===== config.mk =====
export PLATFORM = sky130hd
export DESIGN_NAME = tmr_host_if
export DESIGN_NICKNAME = d
export VERILOG_FILES = /design/src/rtl/tmr_pkg.sv /design/src/rtl/tmr_ctl_decode.sv /design/src/rtl/tmr_chan_port.sv /design/src/rtl/tmr_host_if.sv
export SDC_FILE = /design/constraint.sdc
export NUM_CORES = 1
export LEC_CHECK = 0
export BUFFER_PORTS_ARGS = -buffer_cell sky130_fd_sc_hd__clkbuf_2
export CAP_MARGIN = 20
export CORE_MARGIN = 8
export CORE_UTILIZATION = 35
export CTS_CLUSTER_DIAMETER = 200
export CTS_CLUSTER_SIZE = 16
export DETAILED_ROUTE_END_ITERATION = 8
export PLACE_DENSITY = 0.56
export REMOVE_ABC_BUFFERS = 1
export SLEW_MARGIN = 10
export SYNTH_ARGS = -nofsm -noshare
export SYNTH_HDL_FRONTEND = slang
export SYNTH_SLANG_ARGS = --single-unit

===== constraint.sdc =====
create_clock -name clk -period 5.8 [get_ports clk]
set_input_delay 1.45 -clock clk [delete_from_list [all_inputs] [get_ports clk]]
set_output_delay 1.45 -clock clk [all_outputs]
set_load 0.03 [all_outputs]

===== src/rtl/tmr_pkg.sv =====
// Shared types and constants for the timer host interface.
// Assumes an 8-bit data bus and 16-bit counters.
package tmr_pkg;
    localparam int BYTE_W    = 8;
    localparam int CNT_W     = 16;
    localparam int MODE_W    = 3;
    localparam int ADDR_W    = 2;
    localparam int MAX_MODE  = 5;
    localparam logic [ADDR_W-1:0] CTRL_ADDR = 2'd3;

    typedef enum logic [1:0] {
        ACC_LATCH = 2'b00,
        ACC_HI    = 2'b01,
        ACC_LO    = 2'b10,
        ACC_LOHI  = 2'b11
    } acc_e;

    typedef struct packed {
        acc_e              acc;
        logic [MODE_W-1:0] mode;
        logic              bcd;
    } chan_cfg_t;

    localparam chan_cfg_t CFG_RESET = '{acc: ACC_LOHI, mode: '0, bcd: 1'b0};
endpackage


===== src/rtl/tmr_ctl_decode.sv =====
// Decodes a control byte written to the control address into a
// per-channel configuration write or a per-channel latch request.
// Assumes NCH <= 3, so channel code 3 never matches a channel.
module tmr_ctl_decode
    import tmr_pkg::*;
#(
    parameter int NCH = 3
) (
    input  logic              clk,
    input  logic              rst_n,
    input  logic              wr_en,
    input  logic [ADDR_W-1:0] addr,
    input  logic [BYTE_W-1:0] wdata,
    output logic [NCH-1:0]    cfg_we,
    output logic [NCH-1:0]    latch_req,
    output chan_cfg_t         new_cfg
);
    logic       ctl_sel;
    logic       mode_ok;
    logic [1:0] ch_code;

    // Split the control byte into its fields and screen the mode code.
    always_comb begin
        ctl_sel      = wr_en && (addr == CTRL_ADDR);
        ch_code      = wdata[7:6];
        new_cfg.acc  = acc_e'(wdata[5:4]);
        new_cfg.mode = wdata[3:1];
        new_cfg.bcd  = wdata[0];
        mode_ok      = (int'(wdata[3:1]) <= MAX_MODE);
    end

    for (genvar i = 0; i < NCH; i++) begin : g_ch
        // Route a program or latch command to channel i.
        always_comb begin
            cfg_we[i]    = ctl_sel && (ch_code == 2'(i)) && (new_cfg.acc != ACC_LATCH) && mode_ok;
            latch_req[i] = ctl_sel && (ch_code == 2'(i)) && (new_cfg.acc == ACC_LATCH);
        end
    end


    illegal_ch_ignored_chk: assert property (@(posedge clk) disable iff (!rst_n)
        (wr_en && addr == CTRL_ADDR && wdata[7:6] == 2'b11) |-> (cfg_we == '0 && latch_req == '0));

    bad_mode_ignored_chk: assert property (@(posedge clk) disable iff (!rst_n)
        (wr_en && addr == CTRL_ADDR && wdata[3:1] > 3'd5) |-> (cfg_we == '0));

    one_target_chk: assert property (@(posedge clk) disable iff (!rst_n)
        $onehot0(cfg_we | latch_req));
endmodule


===== src/rtl/tmr_chan_port.sv =====
// One channel's slice of the host interface: stored configuration,
// write byte assembly with load strobe, read byte sequencing, and the
// count snapshot. Assumes writes and reads to this channel never coincide
// with a control byte (they use different addresses).
module tmr_chan_port
    import tmr_pkg::*;
#(
    parameter int CH = 0
) (
    input  logic              clk,
    input  logic              rst_n,
    input  logic              cfg_we,
    input  chan_cfg_t         new_cfg,
    input  logic              latch_req,
    input  logic              wr_en,
    input  logic              rd_en,
    input  logic [ADDR_W-1:0] addr,
    input  logic [BYTE_W-1:0] wdata,
    input  logic [CNT_W-1:0]  live_cnt,
    output logic [BYTE_W-1:0] rd_byte,
    output logic              ld_stb,
    output logic [CNT_W-1:0]  ld_count,
    output logic [MODE_W-1:0] ld_mode,
    output logic              ld_bcd
);
    chan_cfg_t          cfg;
    logic               wr_hi_next;
    logic               rd_hi_next;
    logic [BYTE_W-1:0]  lo_hold;
    logic               latched;
    logic [CNT_W-1:0]   snap;
    logic [CNT_W-1:0]   src;
    logic               wr_hit;
    logic               rd_hit;

    // Address match and read source selection.
    always_comb begin
        wr_hit = wr_en && (addr == ADDR_W'(CH));
        rd_hit = rd_en && (addr == ADDR_W'(CH));
        src    = latched ? snap : live_cnt;
        case (cfg.acc)
            ACC_HI:  rd_byte = src[CNT_W-1:BYTE_W];
            ACC_LO:  rd_byte = src[BYTE_W-1:0];
            default: rd_byte = rd_hi_next ? src[CNT_W-1:BYTE_W] : src[BYTE_W-1:0];
        endcase
    end

    // Configuration register.
    always_ff @(posedge clk) begin
        if (!rst_n)      cfg <= CFG_RESET;
        else if (cfg_we) cfg <= new_cfg;
    end

    // Write byte assembly and one-cycle load strobe.
    always_ff @(posedge clk) begin
        if (!rst_n) begin
            wr_hi_next <= 1'b0;
            lo_hold    <= '0;
            ld_stb     <= 1'b0;
            ld_count   <= '0;
            ld_mode    <= '0;
            ld_bcd     <= 1'b0;
        end else begin
            ld_stb <= 1'b0;
            if (cfg_we) begin
                wr_hi_next <= 1'b0;
            end else if (wr_hit) begin
                ld_mode <= cfg.mode;
                ld_bcd  <= cfg.bcd;
                case (cfg.acc)
                    ACC_HI: begin
                        ld_stb   <= 1'b1;
                        ld_count <= {wdata, {BYTE_W{1'b0}}};
                    end
                    ACC_LO: begin
                        ld_stb   <= 1'b1;
                        ld_count <= {{BYTE_W{1'b0}}, wdata};
                    end
                    default: begin
                        if (!wr_hi_next) begin
                            lo_hold    <= wdata;
                            wr_hi_next <= 1'b1;
                        end else begin
                            ld_stb     <= 1'b1;
                            ld_count   <= {wdata, lo_hold};
                            wr_hi_next <= 1'b0;
                        end
                    end
                endcase
            end
        end
    end

    // Read byte toggle, snapshot capture and release.
    always_ff @(posedge clk) begin
        if (!rst_n) begin
            rd_hi_next <= 1'b0;
            latched    <= 1'b0;
            snap       <= '0;
        end else begin
            if (cfg_we)
                rd_hi_next <= 1'b0;
            else if (rd_hit && cfg.acc == ACC_LOHI)
                rd_hi_next <= ~rd_hi_next;
            if (rd_hit && latched && (cfg.acc != ACC_LOHI || rd_hi_next))
                latched <= 1'b0;
            else if (latch_req && !latched) begin
                snap    <= live_cnt;
                latched <= 1'b1;
            end
        end
    end


    stb_source_chk: assert property (@(posedge clk) disable iff (!rst_n)
        ld_stb |-> ($past(wr_en) && $past(addr) == ADDR_W'(CH)));

    hi_only_zero_chk: assert property (@(posedge clk) disable iff (!rst_n)
        (ld_stb && $past(cfg.acc) == ACC_HI) |-> (ld_count[BYTE_W-1:0] == '0));

    lo_only_zero_chk: assert property (@(posedge clk) disable iff (!rst_n)
        (ld_stb && $past(cfg.acc) == ACC_LO) |-> (ld_count[CNT_W-1:BYTE_W] == '0));

    snap_hold_chk: assert property (@(posedge clk) disable iff (!rst_n)
        (latched && !rd_hit) |=> (latched && $stable(snap)));

    wr_toggle_mode_chk: assert property (@(posedge clk) disable iff (!rst_n)
        wr_hi_next |-> (cfg.acc == ACC_LOHI));
endmodule


===== src/rtl/tmr_host_if.sv =====
// Host register interface of a multi-channel timer: control byte decode,
// per-channel count assembly and load strobes, and registered byte reads
// of live or latched counts. Assumes NCH <= 3 (2-bit address, 3 = control).
module tmr_host_if
    import tmr_pkg::*;
#(
    parameter int NCH = 3
) (
    input  logic                   clk,
    input  logic                   rst_n,
    input  logic                   wr_en,
    input  logic                   rd_en,
    input  logic [ADDR_W-1:0]      addr,
    input  logic [BYTE_W-1:0]      wdata,
    input  logic [NCH*CNT_W-1:0]   live_cnt,
    output logic [BYTE_W-1:0]      rdata,
    output logic [NCH-1:0]         ld_stb,
    output logic [NCH*CNT_W-1:0]   ld_count,
    output logic [NCH*MODE_W-1:0]  ld_mode,
    output logic [NCH-1:0]         ld_bcd
);
    logic [NCH-1:0]    cfg_we;
    logic [NCH-1:0]    latch_req;
    chan_cfg_t         new_cfg;
    logic [BYTE_W-1:0] rd_byte [NCH];
    logic [BYTE_W-1:0] sel_byte;

    tmr_ctl_decode #(.NCH(NCH)) u_dec (
        .clk       (clk),
        .rst_n     (rst_n),
        .wr_en     (wr_en),
        .addr      (addr),
        .wdata     (wdata),
        .cfg_we    (cfg_we),
        .latch_req (latch_req),
        .new_cfg   (new_cfg)
    );

    for (genvar i = 0; i < NCH; i++) begin : g_chan
        tmr_chan_port #(.CH(i)) u_chan (
            .clk       (clk),
            .rst_n     (rst_n),
            .cfg_we    (cfg_we[i]),
            .new_cfg   (new_cfg),
            .latch_req (latch_req[i]),
            .wr_en     (wr_en),
            .rd_en     (rd_en),
            .addr      (addr),
            .wdata     (wdata),
            .live_cnt  (live_cnt[i*CNT_W +: CNT_W]),
            .rd_byte   (rd_byte[i]),
            .ld_stb    (ld_stb[i]),
            .ld_count  (ld_count[i*CNT_W +: CNT_W]),
            .ld_mode   (ld_mode[i*MODE_W +: MODE_W]),
            .ld_bcd    (ld_bcd[i])
        );
    end

    // Pick the addressed channel's byte; the control address reads as zero.
    always_comb begin
        sel_byte = '0;
        for (int i = 0; i < NCH; i++)
            if (addr == ADDR_W'(i)) sel_byte = rd_byte[i];
    end

    // Register read data for the cycle after the read.
    always_ff @(posedge clk) begin
        if (!rst_n)     rdata <= '0;
        else if (rd_en) rdata <= sel_byte;
    end


    ctrl_read_zero_chk: assert property (@(posedge clk) disable iff (!rst_n)
        ($past(rd_en) && $past(addr) == CTRL_ADDR) |-> (rdata == '0));

    rdata_hold_chk: assert property (@(posedge clk) disable iff (!rst_n)
        !$past(rd_en) |-> $stable(rdata));
endmodule


Word-level counts from Yosys, hierarchy flattened
Cells that the tools add are included.
Storage, ports and cells
  bits in registers: 170
  output and inout port bits: 71
  word-level logic and storage cells: 172
Operators by class
  magnitude comparators: 1
  equality and inequality tests: 17
  multiplexer cells: 27
  bitwise operators: 19
  reduce and logical (&&, ||, !) cells: 71
Operator list (number)
  $mux W16: 6
  $pmux W16 S2: 3
  $mux W8: 6
  $pmux W8 S2: 3
  $logic_and A1 B1 Y1: 31
  $not A1 Y1: 19
  $eq A2 B2 Y1 const B: 9
  $reduce_and A2 Y1: 9
  $reduce_or A2 Y1: 9
  $reduce_and A4 Y1: 3
  $eq A2 B1 Y1 const B: 5
  $mux W1: 9
  $reduce_and A3 Y1: 3
  $reduce_bool A3 Y1: 3
  $reduce_or A3 Y1: 3
  $logic_not A2 Y1: 3
  $ne A2 B2 Y1 const B: 3
  $le A3 B3 Y1 const B: 1
  $logic_not A1 Y1: 3
  $logic_or A1 B1 Y1: 3
  $reduce_bool A2 Y1: 1

Logic depth before layout (Yosys ltp)
Gate-level depths: netlist of the first run.
  depth in word-level cells: 7
  gate-level depth with buffers: 9
  mapped depth without buffers: 7

Hierarchy
A second synthesis of the first run with hierarchy kept.
Unflattened totals
  cell total of the unflattened synthesis: 933
  area total of the unflattened synthesis: 8344.3 um2
By module, submodules not included
  tmr_chan_port at g_chan[2].u_chan: times used 1, cells each 288, area an instance 2610.0 um2, seq. area each 1081.0 um2
  tmr_chan_port at g_chan[1].u_chan: times used 1, cells each 288, area an instance 2607.5 um2, seq. area each 1081.0 um2
  tmr_chan_port at g_chan[0].u_chan: times used 1, cells each 287, area an instance 2565.0 um2, seq. area each 1081.0 um2
  tmr_host_if: times used 1, cells each 52, area an instance 437.9 um2, seq. area each 160.2 um2
  tmr_ctl_decode: times used 1, cells each 18, area an instance 123.9 um2, seq. area each 0.0 um2

Least setup slack after synthesis of the first run
OpenSTA, ideal clock, no wires.
  path kind: input -> register
  start point: in wr_en
  end point: reg g_chan[1].u_chan.snap[10]
  arrival: 2.798 ns
  required time: 5.684 ns
  path slack: 2.886 ns
  cell stages on the path: 7
  buffers on the path: 2
  cell sequence: nand3_2 or3b_1 or4_1 buf_6 buf_8 mux2i_1 nor2b_1
On the way
  cells in the longest elaborated chain, start to end: 5
Ends and longest elaborated chain
  start, declared: line tmr_host_if.sv:11  | input logic wr_en,
  $logic_and A1 B1 Y1: line tmr_ctl_decode.sv:24  | ctl_sel = wr_en && (addr == CTRL_ADDR);
  $logic_and A1 B1 Y1 (2 in a row): line tmr_ctl_decode.sv:36  | latch_req[i] = ctl_sel && (ch_code == 2'(i)) && (new_cfg.acc == ACC_LATCH);
  $logic_and A1 B1 Y1: line tmr_chan_port.sv:107  | else if (latch_req && !latched) begin
  $reduce_and A2 Y1 (no line)
  end signal, assigned: line tmr_chan_port.sv:108  | snap <= live_cnt;
  end, declared: line tmr_chan_port.sv:31  | logic [CNT_W-1:0] snap;
No other way between the ends.
A chain may end at the register's enable or synchronous reset.

Worst setup path after layout of the first run
  start point: in addr[0]
  end point: reg g_chan[1].u_chan.ld_count[5]
On the way
  cells in the longest elaborated chain, start to end: 7
Ends and longest elaborated chain
  start, declared: line tmr_host_if.sv:13  | input logic [ADDR_W-1:0] addr,
  $eq A2 B2 Y1: line tmr_ctl_decode.sv:24
  $logic_and A1 B1 Y1: line tmr_ctl_decode.sv:24
  $logic_and A1 B1 Y1 (3 in a row): line tmr_ctl_decode.sv:35  | cfg_we[i] = ctl_sel && (ch_code == 2'(i)) && (new_cfg.acc != ACC_LATCH) && mode_ok;
  $not A1 Y1 (no line)
  $reduce_and A3 Y1 (no line) (*)
  end signal, assigned: line tmr_chan_port.sv:73  | ld_count <= {wdata, {BYTE_W{1'b0}}};
  end signal, assigned: line tmr_chan_port.sv:77  | ld_count <= {{BYTE_W{1'b0}}, wdata};
  end signal, assigned: line tmr_chan_port.sv:85  | ld_count <= {wdata, lo_hold};
  end, declared: line tmr_chan_port.sv:22  | output logic [CNT_W-1:0] ld_count,
Every way passes the cells marked *; elsewhere a longest branch is shown, timed or not.

==> results of run 1 <==
metrics by stage:
| step | cell area [µm²] | setup WS (ns) | hold slack, ns |
|---|---|---|---|
| after detailed placement | 8632 | 1.794 | 0.4593 |
| after floorplan | 7538 | 1.162 | 0.4515 |
| after CTS | 9176 | 2.238 | 0.4670 |
| after global routing | 9176 | 1.949 | 0.4796 |
| after global placement | 8632 | 1.871 | 0.4509 |
| final | 9176 | 2.171 | 0.4631 |
layout make-up:
type / count / area (µm²)
clock inverters: 11 / 97.59
fillers: 2296 / 13190
multi-input cells: 585 / 4085
repair buffers: 141 / 730.7
well taps: 285 / 356.6
inverters: 15 / 56.30
clock buffers: 20 / 446.7
flip-flops and latches: 170 / 3403
worst max-delay path, stage by stage:
cell and delay, ns:
clkbuf_2 0.31, nor2b_1 0.52, nand2_1 0.30, nor2_1 0.74, buf_4 0.33, o211ai_1 0.13, o211a_1 0.16
final timing paths:
kind                                                                    to  slack [ns]  cells past startpoint
worst max-delay path             g_chan[1].u_chan.ld_count[5]$_SDFFE_PN0P_        2.17                      7
worst min-delay path            g_chan[2].u_chan.ld_count[12]$_SDFFE_PN0P_        0.46                      2
worst max register to register                       rdata[1]$_SDFFE_PN0P_        3.02                      7
worst min register to register  g_chan[2].u_chan.ld_count[12]$_SDFFE_PN0P_        0.46                      2
power breakdown:
part | switching [mW] | total, mW | internal [mW]
logic | 0.132 | 0.211 | 0.0791
clock network | 0.469 | 1.07 | 0.599
registers | 0.0134 | 1.20 | 1.19
logic make-up (layout without fill, tap and decap cells):
family	Yosys count	after routing	share of synthesized area, %
AO/OA/AOI/OAI	163	163	15.20
flip-flops	170	170	43.15
AND/OR/NAND/NOR	275	275	17.50
XOR/XNOR	4	4	0.4441
buffers and inverters	89	187	5.139
multiplexers	133	133	16.99
adder cells (fa/ha/maj)	10	10	1.586
flip-flops by register name, indices dropped and copies added (netlist names):
signal	flops
g_chan.u_chan.rd_hi_next	3
g_chan.u_chan.ld_count	48
g_chan.u_chan.ld_bcd	3
g_chan.u_chan.ld_mode	9
g_chan.u_chan.snap	48
rdata	8
g_chan.u_chan.lo_hold	24
g_chan.u_chan.ld_stb	3
g_chan.u_chan.cfg	18
g_chan.u_chan.wr_hi_next	3
g_chan.u_chan.latched	3
per-layer routing:
metal  track usage [%]  vias to the layer above  wire (µm)
li1                  -                     3092          -
met2             22.67                      121       9095
met1             21.11                     2836      10660
met5                 0                        -          0
met3             4.374                       12       1123
met4             3.281                        0        164
Yosys cell counts, types with 5 or more instances:
master	number	share of area (%)
o211a_1	24	3.0
dfxtp_1	170	43
a211o_1	5	0.56
mux2_2	7	1.0
or2_2	5	0.40
nand3_1	37	2.3
mux2i_1	126	16
a21boi_0	43	4.1
clkbuf_1	40	1.9
ha_1	10	1.6
o221ai_1	6	0.67
inv_1	15	0.71
buf_2	21	1.3
o22ai_1	10	0.79
nand2_1	104	4.9
o211ai_1	28	2.7
buf_4	7	0.67
a21oi_1	14	0.89
o21ai_0	21	1.3
nor2_1	21	1.0
nor2b_1	87	6.9
==> impl_metrics.env, run 1 <==
export IMPL_status="completed"
export IMPL_fin_util_pct=41.03
export IMPL_path_class="in -> reg"
export IMPL_die_h_um=166.1
export IMPL_tns_ns=0
export IMPL_drive_above_1_share_pct=19.85
export IMPL_cts_resized=0
export IMPL_clock_skew_ns=0.009120
export IMPL_cts_made_buffers=17
export IMPL_grt_pass1_vias=6042
export IMPL_synth_top_flop_cell="dfxtp_1"
export IMPL_async_reset_ff_share_pct=0
export IMPL_netlist_instances=844
export IMPL_antenna_left=0
export IMPL_cp_max_fo=14
export IMPL_rows=55
export IMPL_dp_cells=1196
export IMPL_dp_hpwl_um=14180
export IMPL_hold_start="g_chan[2].u_chan.ld_count[12]$_SDFFE_PN0P_"
export IMPL_startpoint="addr[0]"
export IMPL_cts_max_level=4
export IMPL_max_freq_ghz=0.2756
export IMPL_hp_class="reg -> reg"
export IMPL_synth_edf_count=0
export IMPL_dr_pass1_iters=5
export IMPL_synth_distinct_cells=44
export IMPL_rsz0062_at_grt="false"
export IMPL_antenna_cells=0
export IMPL_antenna_found_initial=0
export IMPL_hold_violations=0
export IMPL_grt_usage_pct=15.13
export IMPL_hold_buffers=0
export IMPL_design_power_total_mw=2.479
export IMPL_reg2reg_from="g_chan[0].u_chan.cfg[4]$_SDFFE_PN1P_"
export IMPL_syn_area_per_cell_um2=9.345
export IMPL_worstPathRequired_ns=6.12
export IMPL_drv_slew=0
export IMPL_core_area_um2=22370
export IMPL_finalNonFillerCells=1227
export IMPL_max_slew_margin_pct=31.45
export IMPL_cts_tree="built"
export IMPL_setup_viol=0
export IMPL_clock_sinks=170
export IMPL_ir_drop_uv=183.0
export IMPL_port_buffers=132
export IMPL_final_nets=1002
export IMPL_viasPerCell=4.940
export IMPL_vias=6061
export IMPL_min_period_over_period_pct=62.56
export IMPL_start_util_pct=35.27
export IMPL_drc=0
export IMPL_drt_first_iter_violations=348
export IMPL_final_common_cell="dfxtp_1"
export IMPL_grt_max_degree=79
export IMPL_ys_warn_count=0
export IMPL_synth_seq_area_share_pct=43.15
export IMPL_routed_wl_um=21050
export IMPL_power_density_nw_per_um2=270.2
export IMPL_tightest_slew_ns=1.027
export IMPL_overflow=0
export IMPL_maxCapViolCount=0
export IMPL_insertion_delay_ns=0.42
export IMPL_routedWlPerCell_um=17.15
export IMPL_cts_path_max_buffers=2
export IMPL_worst_setup_path_end_kind="register"
export IMPL_dieArea_um2=27600
export IMPL_dieWidth_um=166.1
export IMPL_clkTransAtPathRegs_ns=0.07
export IMPL_cp_start_kind="primary input"
export IMPL_ys_ff_latch=170
export IMPL_crit_arrival_ns=3.95
export IMPL_grt_pass1_wl_um=33750
export IMPL_syn_area_um2=7888
export IMPL_syn2layout_area_growth_pct=16.34
export IMPL_min_period_ns=3.629
export IMPL_cts_root_buffer="clkbuf_16"
export IMPL_place_gp_congestion=0.7836
export IMPL_layout_common_cells="dfxtp_1 (170), clkbuf_2 (131), mux2i_1 (126)"
export IMPL_post_cts_setup_buffers=0
export IMPL_ios=133
export IMPL_power_leakage_nw=3.870
(Power assumes the default switching activity.)
==> inputs of run 2 (changes only) <==
--- a/config.mk
+++ b/config.mk
@@ -12,7 +12,7 @@
 export CTS_CLUSTER_DIAMETER = 200
 export CTS_CLUSTER_SIZE = 16
 export DETAILED_ROUTE_END_ITERATION = 8
-export PLACE_DENSITY = 0.56
+export PLACE_DENSITY = 0.58
 export REMOVE_ABC_BUFFERS = 1
 export SLEW_MARGIN = 10
 export SYNTH_ARGS = -nofsm -noshare
==> constraint.sdc (replaced) <==
create_clock -name clk -period 3.1 [get_ports clk]
set_input_delay 0.775 -clock clk [delete_from_list [all_inputs] [get_ports clk]]
set_output_delay 0.775 -clock clk [all_outputs]
set_load 0.03 [all_outputs]
==> run 2 against run 1 <==
Combinational power up 100%. Core utilization up 1.1 points. Register-to-register slack worse by 2.1 ns. Power up 92%. Largest cell class unchanged. Critical path type is now reg -> reg. Sequential power up 87%. Highest routed layer unchanged.
==> impl_metrics.env, run 2 (synthesized netlist as in run 1, its figures left out) <==
export IMPL_cts_made_buffers=17
export IMPL_insertion_delay_ns=0.43
export IMPL_start_util_pct=35.27
export IMPL_r2r_setup_slack_ns=0.88
export IMPL_drt_first_iter_violations=341
export IMPL_viasPerCell=4.982
export IMPL_wl_met2_um=9599
export IMPL_worstPathRequired_ns=3.40
export IMPL_status="completed"
export IMPL_drive_above_1_share_pct=22.29
export IMPL_tns_ns=0
export IMPL_drt_met1_wl_um=10740
export IMPL_port_buffers=132
export IMPL_layout_common_cells="dfxtp_1 (170), clkbuf_2 (131), mux2i_1 (126)"
export IMPL_ir_drop_uv=322.0
export IMPL_cp_start_kind="register"
export IMPL_power_leakage_nw=4.030
export IMPL_path_class="reg -> reg"
export IMPL_dp_hpwl_um=15250
export IMPL_min_period_over_period_pct=71.60
export IMPL_place_gp_congestion=0.8362
export IMPL_post_cts_setup_buffers=0
export IMPL_startpoint="g_chan[0].u_chan.cfg[4]$_SDFFE_PN1P_"
export IMPL_antenna_found_initial=0
export IMPL_design_power_total_mw=4.754
export IMPL_overflow=0
export IMPL_drc=0
export IMPL_crit_arrival_ns=2.52
export IMPL_max_stage_delay_ns=0.58
export IMPL_ios=133
export IMPL_vias=6248
export IMPL_grt_pass1_vias=6252
export IMPL_clkTransAtPathRegs_ns=0.07
export IMPL_rsz0062_at_grt="false"
export IMPL_crit_chain="inv_1 > ha_1 > mux2i_1 > nor2_1 > a211o_1 > a32oi_1 > a21oi_1"
export IMPL_slowest_stage="mux2i_1"
export IMPL_hold_buffers=0
export IMPL_clock_skew_ns=0.009525
export IMPL_routed_wl_um=21880
export IMPL_antenna_left=0
export IMPL_fillCellCount=2278
export IMPL_max_freq_ghz=0.4505
export IMPL_r2r_cells=7
export IMPL_final_cell_area_um2=9419
export IMPL_reg2reg_from="g_chan[0].u_chan.cfg[4]$_SDFFE_PN1P_"
export IMPL_cts_root_buffer="clkbuf_16"
export IMPL_antenna_cells=0
export IMPL_dr_pass1_iters=4
export IMPL_grt_pass1_wl_um=34760
export IMPL_tightest_slew_ns=0.9963
export IMPL_cts_path_max_buffers=2
export IMPL_maxCapViolCount=0
export IMPL_rows=55
export IMPL_worst_setup_path_end_kind="register"
export IMPL_r2r_end="rdata[7]$_SDFFE_PN0P_"
export IMPL_drv_slew=0
export IMPL_dieWidth_um=166.1
export IMPL_crit_path_end="rdata[7]$_SDFFE_PN0P_"
export IMPL_largestRegisters="g_chan.u_chan.ld_count: 48 flops, g_chan.u_chan.snap: 48 flops, g_chan.u_chan.lo_hold: 24 flops"
export IMPL_die_h_um=166.1
export IMPL_cts_resized=0
export IMPL_power_density_nw_per_um2=504.8
export IMPL_dieArea_um2=27600
export IMPL_placed_area_um2=8840
export IMPL_setup_viol=0
export IMPL_grt_usage_pct=15.65
export IMPL_hold_violations=0
export IMPL_routedWlPerCell_um=17.44
export IMPL_cp_max_fo=8
export IMPL_grt_max_degree=59
export IMPL_routed_top_layer="met4"
export IMPL_max_slew_margin_pct=33.49
export IMPL_fin_ws_ns=0.8803
export IMPL_clock_sinks=170
export IMPL_fin_util_pct=42.11
export IMPL_min_period_ns=2.220
export IMPL_pre_cts_ws_ns=0.5626
export IMPL_cts_tree="built"
export IMPL_final_nets=1028
export IMPL_syn2layout_area_growth_pct=19.42
export IMPL_final_common_cell="dfxtp_1"
export IMPL_cts_max_level=4
export IMPL_core_area_um2=22370
export IMPL_hp_class="reg -> reg"
export IMPL_wl_met3_um=1282
## run 2: how the worst min path moves through the flow
stage	startpoint	end	slack (ns)	cells after the start
after floorplan	g_chan[1].u_chan.cfg[0]$_SDFFE_PN0P_	g_chan[1].u_chan.ld_bcd$_SDFFE_PN0P_	0.45	2
after global placement	g_chan[1].u_chan.ld_count[14]$_SDFFE_PN0P_	g_chan[1].u_chan.ld_count[14]$_SDFFE_PN0P_	0.45	2
after detailed placement	g_chan[2].u_chan.ld_count[13]$_SDFFE_PN0P_	g_chan[2].u_chan.ld_count[13]$_SDFFE_PN0P_	0.46	2
after CTS	g_chan[2].u_chan.ld_count[13]$_SDFFE_PN0P_	g_chan[2].u_chan.ld_count[13]$_SDFFE_PN0P_	0.47	2
after global routing	g_chan[2].u_chan.ld_count[13]$_SDFFE_PN0P_	g_chan[2].u_chan.ld_count[13]$_SDFFE_PN0P_	0.49	2
final	g_chan[2].u_chan.ld_bcd$_SDFFE_PN0P_	g_chan[2].u_chan.ld_bcd$_SDFFE_PN0P_	0.47	2
## run 2: area by class of cell
cell class / count / area (µm²) / share of cell area [%]
Multi-Input combinational cell: 585 / 4085 / 43.37
Sequential cell: 170 / 3403 / 36.13
Inverter: 15 / 56.30 / 0.5978
Tap cell: 285 / 356.6 / 3.786
Clock inverter: 15 / 153.9 / 1.634
Timing Repair Buffer: 167 / 938.4 / 9.963
Clock buffer: 17 / 425.4 / 4.516
## run 2: per-stage QoR
stage	hold WS, ns	cells
after global routing	0.4883	1254
after CTS	0.4675	1254
after global placement	0.4483	1222
final	0.4655	1254
after floorplan	0.4515	770
after detailed placement	0.4572	1222
## run 2: metal layers
layer | global-route usage [%] | vias up
met5 | 0 | -
met4 | 3.992 | 0
met3 | 4.778 | 20
met2 | 24.35 | 152
met1 | 20.75 | 2923
li1 | - | 3153
## run 2: where the power goes
part | leakage, nW | switching [mW] | internal (mW) | total, mW
Sequential | 1.37 | 0.0259 | 2.22 | 2.24
Combinational | 2.37 | 0.256 | 0.166 | 0.422
Clock | 0.287 | 1.01 | 1.07 | 2.09
Total | 4.03 | 1.29 | 3.46 | 4.75
## run 2: critical path, delay by kind of cell (launching register included)
family          cells  cell delay, ns
flops               1            0.36
mux                 1            0.58
buf+inv             1            0.09
simple gates        1            0.13
compound gates      3            0.63
fa+ha+maj           1            0.32
